### src/rtl/mbox_pkg.sv
package mbox_pkg;
  typedef enum logic {
    SP_DATA = 1'b0,
    SP_STAT = 1'b1
  } space_e;

  // status register 1 layout, LSB first: h2s_full, s2h_full, host_valid, loc_valid
  typedef struct packed {
    logic loc_valid;
    logic host_valid;
    logic s2h_full;
    logic h2s_full;
  } x0_flags_t;

  localparam int unsigned FLAG_W = $bits(x0_flags_t);
endpackage

### src/rtl/mbox_cells.sv
module mbox_cells #(
  parameter int unsigned DW   = 8,
  parameter int unsigned NREG = 16,
  parameter int unsigned IW   = $clog2(NREG)
) (
  input  logic               clk_i,
  input  logic               h_we_i,
  input  logic [IW-1:0]      h_idx_i,
  input  logic [DW-1:0]      h_wd_i,
  input  logic               l_we_i,
  input  logic [IW-1:0]      l_idx_i,
  input  logic [DW-1:0]      l_wd_i,
  output logic [NREG*DW-1:0] cells_o
);
  assign cells_o[DW-1:0] = '0;  // slot 0 lives in mbox_xfer0

  for (genvar g = 1; g < NREG; g++) begin : g_cell
    logic [DW-1:0] q;
    logic h_hit, l_hit;
    assign h_hit = h_we_i && (h_idx_i == IW'(g));
    assign l_hit = l_we_i && (l_idx_i == IW'(g));
    // contents undefined after reset; host wins same-cycle collision
    always_ff @(posedge clk_i) begin
      if (h_hit)      q <= h_wd_i;
      else if (l_hit) q <= l_wd_i;
    end
    assign cells_o[g*DW +: DW] = q;
  end
endmodule

### src/rtl/mbox_xfer0.sv
module mbox_xfer0
  import mbox_pkg::*;
#(
  parameter int unsigned DW = 8
) (
  input  logic          clk_i,
  input  logic          rst_ni,
  input  logic          h_wr_i,
  input  logic          h_rd_i,
  input  logic [DW-1:0] h_wd_i,
  input  logic          l_wr_i,
  input  logic          l_rd_i,
  input  logic [DW-1:0] l_wd_i,
  output logic [DW-1:0] h2s_o,
  output logic [DW-1:0] s2h_o,
  output x0_flags_t     flags_o,
  output logic          h_busy_o,
  output logic          l_busy_o
);
  logic h_win, l_win;
  x0_flags_t flags_q;
  logic h_busy_q, l_busy_q;

  assign h_win = h_wr_i && !l_busy_q;
  assign l_win = l_wr_i && !h_busy_q && !h_win;

  always_ff @(posedge clk_i) begin
    if (h_wr_i) h2s_o <= h_wd_i;
    if (l_wr_i) s2h_o <= l_wd_i;
  end

  always_ff @(posedge clk_i or negedge rst_ni) begin
    if (!rst_ni) begin
      flags_q  <= '0;
      h_busy_q <= 1'b0;
      l_busy_q <= 1'b0;
    end else begin
      if (h_wr_i)      flags_q.h2s_full <= 1'b1;
      else if (l_rd_i) flags_q.h2s_full <= 1'b0;
      if (l_wr_i)      flags_q.s2h_full <= 1'b1;
      else if (h_rd_i) flags_q.s2h_full <= 1'b0;
      if (h_wr_i) flags_q.host_valid <= h_win;
      if (l_wr_i) flags_q.loc_valid  <= l_win;
      if (h_win)       h_busy_q <= 1'b1;
      else if (l_rd_i) h_busy_q <= 1'b0;
      if (l_win)       l_busy_q <= 1'b1;
      else if (h_rd_i) l_busy_q <= 1'b0;
    end
  end

  assign flags_o  = flags_q;
  assign h_busy_o = h_busy_q;
  assign l_busy_o = l_busy_q;
endmodule

### src/rtl/mbox_status.sv
module mbox_status
  import mbox_pkg::*;
#(
  parameter int unsigned DW    = 8,
  parameter int unsigned NSTAT = 4,
  parameter int unsigned SW    = $clog2(NSTAT)
) (
  input  logic                clk_i,
  input  logic                rst_ni,
  input  logic                l_we_i,
  input  logic [SW-1:0]       l_sel_i,
  input  logic [DW-1:0]       l_wd_i,
  input  x0_flags_t           flags_i,
  output logic [NSTAT*DW-1:0] stat_o
);
  assign stat_o[DW-1:0] = DW'(flags_i);

  for (genvar k = 1; k < NSTAT; k++) begin : g_stat
    logic [DW-1:0] q;
    always_ff @(posedge clk_i or negedge rst_ni) begin
      if (!rst_ni)                             q <= '0;
      else if (l_we_i && l_sel_i == SW'(k))    q <= l_wd_i;
    end
    assign stat_o[k*DW +: DW] = q;
  end
endmodule

### src/rtl/mbox_regfile.sv
module mbox_regfile
  import mbox_pkg::*;
#(
  parameter int unsigned DW    = 8,
  parameter int unsigned NREG  = 16,
  parameter int unsigned NSTAT = 4
) (
  input  logic                    clk_i,
  input  logic                    rst_ni,
  input  logic                    host_wr_i,
  input  logic                    host_rd_i,
  input  logic                    host_space_i,
  input  logic [$clog2(NREG)-1:0] host_idx_i,
  input  logic [DW-1:0]           host_wdata_i,
  output logic [DW-1:0]           host_rdata_o,
  output logic                    host_rvalid_o,
  input  logic                    loc_wr_i,
  input  logic                    loc_rd_i,
  input  logic                    loc_space_i,
  input  logic [$clog2(NREG)-1:0] loc_idx_i,
  input  logic [DW-1:0]           loc_wdata_i,
  output logic [DW-1:0]           loc_rdata_o,
  output logic                    loc_rvalid_o
);
  localparam int unsigned IW = $clog2(NREG);
  localparam int unsigned SW = $clog2(NSTAT);

  logic h_data, l_data, h_x0, l_x0;
  logic [NREG*DW-1:0]  cells_w;
  logic [NSTAT*DW-1:0] stat_w;
  logic [DW-1:0] h2s_w, s2h_w;
  logic [DW-1:0] h_mux, l_mux;
  x0_flags_t flags_w;
  logic h_busy_w, l_busy_w;

  assign h_data = (space_e'(host_space_i) == SP_DATA);
  assign l_data = (space_e'(loc_space_i) == SP_DATA);
  assign h_x0   = h_data && (host_idx_i == '0);
  assign l_x0   = l_data && (loc_idx_i == '0);

  mbox_cells #(.DW(DW), .NREG(NREG), .IW(IW)) u_cells (
    .clk_i   (clk_i),
    .h_we_i  (host_wr_i && h_data),
    .h_idx_i (host_idx_i),
    .h_wd_i  (host_wdata_i),
    .l_we_i  (loc_wr_i && l_data),
    .l_idx_i (loc_idx_i),
    .l_wd_i  (loc_wdata_i),
    .cells_o (cells_w)
  );

  mbox_xfer0 #(.DW(DW)) u_xfer0 (
    .clk_i    (clk_i),
    .rst_ni   (rst_ni),
    .h_wr_i   (host_wr_i && h_x0),
    .h_rd_i   (host_rd_i && h_x0),
    .h_wd_i   (host_wdata_i),
    .l_wr_i   (loc_wr_i && l_x0),
    .l_rd_i   (loc_rd_i && l_x0),
    .l_wd_i   (loc_wdata_i),
    .h2s_o    (h2s_w),
    .s2h_o    (s2h_w),
    .flags_o  (flags_w),
    .h_busy_o (h_busy_w),
    .l_busy_o (l_busy_w)
  );

  mbox_status #(.DW(DW), .NSTAT(NSTAT), .SW(SW)) u_status (
    .clk_i   (clk_i),
    .rst_ni  (rst_ni),
    .l_we_i  (loc_wr_i && !l_data),
    .l_sel_i (loc_idx_i[SW-1:0]),
    .l_wd_i  (loc_wdata_i),
    .flags_i (flags_w),
    .stat_o  (stat_w)
  );

  always_comb begin
    if (!h_data)   h_mux = stat_w[host_idx_i[SW-1:0]*DW +: DW];
    else if (h_x0) h_mux = s2h_w;
    else           h_mux = cells_w[host_idx_i*DW +: DW];
    if (!l_data)   l_mux = stat_w[loc_idx_i[SW-1:0]*DW +: DW];
    else if (l_x0) l_mux = h2s_w;
    else           l_mux = cells_w[loc_idx_i*DW +: DW];
  end

  always_ff @(posedge clk_i or negedge rst_ni) begin
    if (!rst_ni) begin
      host_rvalid_o <= 1'b0;
      loc_rvalid_o  <= 1'b0;
      host_rdata_o  <= '0;
      loc_rdata_o   <= '0;
    end else begin
      host_rvalid_o <= host_rd_i;
      loc_rvalid_o  <= loc_rd_i;
      if (host_rd_i) host_rdata_o <= h_mux;
      if (loc_rd_i)  loc_rdata_o  <= l_mux;
    end
  end
endmodule

### config.mk
export PLATFORM = sky130hd
export DESIGN_NAME = mbox_regfile
export DESIGN_NICKNAME = d
export VERILOG_FILES = /design/src/rtl/mbox_pkg.sv /design/src/rtl/mbox_cells.sv /design/src/rtl/mbox_xfer0.sv /design/src/rtl/mbox_status.sv /design/src/rtl/mbox_regfile.sv
export SDC_FILE = /design/constraint.sdc
export NUM_CORES = 1
export LEC_CHECK = 0
export ABC_CLOCK_PERIOD_IN_PS = 3500
export BUFFER_PORTS_ARGS = -buffer_cell sky130_fd_sc_hd__buf_4
export CORE_MARGIN = 2
export CORE_UTILIZATION = 57
export DETAILED_ROUTE_END_ITERATION = 10
export GPL_ROUTABILITY_DRIVEN = 0
export PLACE_DENSITY = 0.75
export SLEW_MARGIN = 30
export SYNTH_ARGS = -nofsm -noshare
export SYNTH_HDL_FRONTEND = slang
export SYNTH_SLANG_ARGS = --single-unit
### constraint.sdc
create_clock -name clk_i -period 3.5 [get_ports clk_i]
set_input_delay 0.525 -clock clk_i [delete_from_list [all_inputs] [get_ports clk_i]]
set_output_delay 0.525 -clock clk_i [all_outputs]
set_load 0.05 [all_outputs]
### After elaboration in Yosys (flattened, before gate mapping)

Index checks and enable logic that the tools add are counted.

* output and inout bits: 18
* logic and storage cells: 178
* bits of input ports: 32
* bits in registers: 184

* muxes and demuxes: 40
* bitwise gates (word level): 2
* equal/unequal tests: 33
* shift-type cells: 4
* reduce and logical (&&, ||, !) cells: 69

Operators with widths (number)
* $mux 8: 34
* $shiftx 128x8->8: 2
* $eq 4x4->1 const B: 16
* $shiftx 32x6->8: 2
* $logic_and 1x1->1: 45
* $reduce_bool 2->1: 19
* $eq 4x3->1 const B: 8
* $eq 4x2->1 const B: 4
* $eq 4x1->1 const B: 2
* $logic_not 4->1: 2
* $mux 1: 6
* $eq 2x2->1 const B: 2
* $logic_not 1->1: 3
* $eq 2x1->1 const B: 1
* $not 1->1: 2

### Logic depth before layout (Yosys ltp)

* depth after elaboration: 7
* gate-level depth with buffers: 8
* mapped depth without buffers: 4

### Hierarchy

Synthesis repeated with hierarchy kept, for this count alone.

* cells, all modules: 695
* area, all modules: 10565.1 um^2

By module, submodules not included
* mbox_cells: cells each 319, area each 5444.0 um^2, sequential area each 3603.5 um^2, times used 1
* mbox_regfile: cells each 281, area each 3442.1 um^2, sequential area each 450.4 um^2, times used 1
* mbox_status: cells each 60, area each 967.2 um^2, sequential area each 600.6 um^2, times used 1
* mbox_xfer0: cells each 35, area each 711.9 um^2, sequential area each 630.6 um^2, times used 1

### Least setup slack after synthesis

Ideal clock, no wire load.

* path kind: input to register
* start point: in loc_idx_i[0]
* end point: reg u_cells.g_cell[3].q[0], enable pin
* data required time: 3.116 ns
* path slack: 1.108 ns
* stages: 6
* data arrival time: 2.008 ns
* buffers on the path: 4
* library setup time: 0.384 ns
* path through: buf_4 -> buf_6 -> buf_2 -> buf_2 -> nand3_1 -> o21ai_0

* word-level cells in the longest chain between the ends: 3

RTL lines
* from (decl): RTL line mbox_regfile.sv:20 `input logic [$clog2(NREG)-1:0] loc_idx_i,`
* $eq 4x2->1: RTL line mbox_cells.sv:21 `assign l_hit = l_we_i && (l_idx_i == IW'(g));`
* $logic_and 1x1->1: RTL line mbox_cells.sv:21
* $reduce_bool 2->1 (no line)
* to (signal assigned): RTL line mbox_cells.sv:24 `if (h_hit) q <= h_wd_i;`
* to (signal assigned): RTL line mbox_cells.sv:25 `else if (l_hit) q <= l_wd_i;`
* to (decl): RTL line mbox_cells.sv:18 `logic [DW-1:0] q;`

No other way between the ends.
A chain may end at the register's enable or synchronous reset.

### Final worst setup path

* start point: in host_idx_i[1]
* end point: reg u_cells.g_cell[12].q[0], enable pin

* word-level cells in the longest chain between the ends: 3

RTL lines
* from (decl): RTL line mbox_regfile.sv:13 `input logic [$clog2(NREG)-1:0] host_idx_i,`
* $eq 4x4->1: RTL line mbox_cells.sv:20 `assign h_hit = h_we_i && (h_idx_i == IW'(g));`
* $logic_and 1x1->1: RTL line mbox_cells.sv:20
* $reduce_bool 2->1 (no line)
* to (signal assigned): RTL line mbox_cells.sv:24
* to (signal assigned): RTL line mbox_cells.sv:25
* to (decl): RTL line mbox_cells.sv:18

No other way between the ends.

==> results.yml <==
setup_path:
  setup.worst_path.class: "primary input to flip-flop"
  path_max_fanout: 35
  timing.reg2reg.setup_slack_ns: 1.72
  r2r_end: "host_rdata_o[4]"
  crit_buf_inv: 1
  regToRegStartpoint: "u_cells.g_cell[7].q[4]"
  reg2reg_depth: 4
  cp_slowest_stage_delay_ns: 0.72
  crit_slowest_cell: "nor2b_1"
  critPathLaunchType: "primary input"
  worstPathRequired_ns: 3.56
  end_kind: "flip-flop"
  arrival_ns: 2.50
  crit_chain: "buf_4, nor4b_2, nor2b_1, o21bai_1"
  crit_family: "simple AND/OR/NAND/NOR gates"
synthesis:
  yosysTopAreaCell: "edfxtp_1"
  synthTopCellsByArea: "edfxtp_1, mux2_2, dfrtp_1"
  yosys_register_bits: 184
  ys_types: 69
  syn-cell-area_um2: 10600
  avgSynthCellArea_um2: 13.6
  syn_nets: 811
  synth_edf_count: 136
  synth_seq_area_share_pct: 50.0
  yosysWarnings: 0
  synth_top_cell_area_share_pct: 38.7
  synth-main-ff-cell: "edfxtp_1"
  postSynthCellCount: 779
  synth-async-reset-ratio_pct: 26.1
power:
  leakage_uw: 0.00418
  power_frac_clock_pct: 35.2
  p_seq_share_pct: 48.1
  p_int_uw: 3960
  pwr-share-comb_pct: 16.7
  cellPowerDensity_nw_per_um2: 470
  sw_frac_of_total_pct: 27.2
  p_sw_uw: 1480
  ir_drop_v: 0.000547
clock_tree:
  post_cts_buffers: 0
  cts.clk_slew.worst_paths_ns: 0.07
  hold_buffers: 0
  htreeDepth: 4
  cts_sinks: 184
  cts_buffers: 17
  tritoncts: "yes"
  cts_resized: 0
  root_buffer: "clkbuf_16"
  clock_path_buffers: 2
  clkLatencyLatePin_ns: 0.43
timing:
  fin_crit_sh_pct: 69.5
  finalSetupViolations: 0
  finalHoldViolations: 0
  tns_ns: 0
  min_period_ns: 2.43
  rsz0062_at_grt: "false"
  skew_ns: 0.00802
  worst_slew_pin_slew_ns: 0.909
  slew_headroom_pct: 39.2
  max_freq_mhz: 411
  maxSlewViolCount: 0
placed_design:
  hpwl_um: 21900
  post_dp_cell_area_um2: 11000
  portBuffers: 49
final_layout:
  drive_gt1_share_pct: 38.8
  diodes: 0
  final_area_um2: 11600
  final_cell_mix: "mux2_2, edfxtp_1, buf_4"
  final_nets: 830
  synthToLayoutAreaGrowth_pct: 9.47
  n_fill_cell: 1361
  final_common_cell: "mux2_2"
drt:
  vias: 7349
  drtPass1Iterations: 10
  ant_nets: 0
  wl_per_cell_um: 30.1
  drcViolationCount: 4
  routed_wl_um: 31400
  vias_per_cell: 7.07
  drt_iter0_markers: 904
floorplan:
  num_rows: 49
  die_w_um: 140
  core_um2: 18100
  start_util_pct: 58.4
  dieArea_um2: 19600
  fp.dieH_um: 140
  io_pins: 50
run:
  cap_violations: 0
global_routing:
  grt_usage_pct: 32.7
  grt_pass1_wl_um: 47200
  antenna_found_initial: 1
  grt_pass1_vias: 7538
  globalRouteOverflowTotal: 0
  grt_max_degree: 49
status:
  violations: "design-rule violations"
  status: "finished with violations"
min_path:
  min_path_type: "primary input to asynchronous set/reset pin"
-- through the flow --
| stage | util [%] | setup WS, ns | power, µW | hold slack (ns) | std cells |
|---|---|---|---|---|---|
| 5_1_grt | 64.0 | 0.970 | 5580 | 0.143 | 1040 |
| 3_5_place_dp | 60.7 | 0.697 | 3540 | 0.487 | 1008 |
| 3_3_place_gp | 60.7 | 0.681 | 3510 | 0.472 | 1008 |
| 6_report | 64.0 | 1.07 | 5430 | 0.102 | 1040 |
| 2_1_floorplan | - | 1.11 | 3230 | 0.229 | 779 |
| 4_1_cts | 64.0 | 1.14 | 5420 | 0.119 | 1040 |
-- registers in the layout, indices dropped and copies added (netlist names) --
register	count
loc_rdata_o	8
loc_rvalid_o	1
u_xfer0.s2h_o	8
u_xfer0.h2s_o	8
u_xfer0.l_busy_o	1
u_status.g_stat.q	24
host_rvalid_o	1
host_rdata_o	8
u_cells.g_cell.q	120
u_xfer0.flags_o	4
u_xfer0.h_busy_o	1
-- cells in the mapped netlist (3+ instances only) --
cell type and number:
a211oi_1 6, a21oi_1 6, a221o_1 4, a221oi_1 13, a22o_1 3, a22oi_1 12, a31oi_1 7, and2_1 3
and3_1 4, buf_2 21, buf_4 7, buf_6 7, clkbuf_1 31, dfrtp_1 48, edfxtp_1 136, inv_1 11
mux2_1 6, mux2_2 175, mux2i_1 44, mux4_2 24, nand2_1 25, nand2b_1 8, nand3_1 15, nand4_1 6
nor2_1 6, nor2b_1 20, nor3_1 10, o2111a_1 3, o2111ai_1 5, o21ai_0 19, o21ai_1 3, o21bai_1 12
o221ai_1 6, o22a_1 11, o22ai_1 7, o2bb2ai_1 7, o32ai_1 4, or3_1 3
-- routing by layer --
layer / global-route usage [%] / part of all wire (%) / up-vias / wire length [µm]
met2: 53.7 / 48 / 445 / 15200
met1: 41.6 / 38 / 3685 / 11800
met4: 14.6 / 4.5 / 2 / 1420
met3: 7.66 / 9.5 / 93 / 2980
li1: - / - / 3124 / -
met5: 0 / 0.035 / - / 11
-- how the worst max path moves through the flow --
stage	cells after the start	from	slack (ns)	end
after floorplan	6	loc_idx_i[0]	1.11	u_cells.g_cell[3].q[0]
after global placement	5	loc_idx_i[1]	0.68	u_cells.g_cell[4].q[3]
after detailed placement	4	host_idx_i[1]	0.70	u_cells.g_cell[12].q[4]
after CTS	4	host_idx_i[1]	1.14	u_cells.g_cell[12].q[4]
after global routing	4	host_idx_i[1]	0.97	u_cells.g_cell[12].q[7]
final	4	host_idx_i[1]	1.07	u_cells.g_cell[12].q[0]
-- power by group through the flow --
stage | clock, µW | sequential [µW] | combinational, µW
finish | 1910 | 2610 | 907
global route | 2010 | 2620 | 951
CTS | 1910 | 2610 | 894
detailed placement | 0 | 2650 | 891
global placement | 0 | 2640 | 869
floorplan | 0 | 2710 | 522
-- worst reg2reg max path: stages (launching register included) --
cell and delay, ns:
edfxtp_1 0.43, mux4_2 0.48, o21bai_1 0.22, o2111ai_1 0.22
a32o_1 0.32
-- cells by family after synthesis --
| group | synth area share [%] |
|---|---|
| AO/OA/AOI/OAI | 10.1 |
| buffers and inverters | 4.17 |
| multiplexers | 28.9 |
| flip-flops | 50.0 |
| AND/OR/NAND/NOR | 6.81 |
-- area by class of cell --
type,instances,area (µm²),area share (%)
clock buffers,23,533,4.61
clock inverters,9,55.1,0.476
inverters,13,48.8,0.422
multi-input cells,513,4840,41.8
flip-flops and latches,184,5290,45.7
well taps,229,287,2.48
repair buffers,69,518,4.48
(Power assumes the default switching activity.)
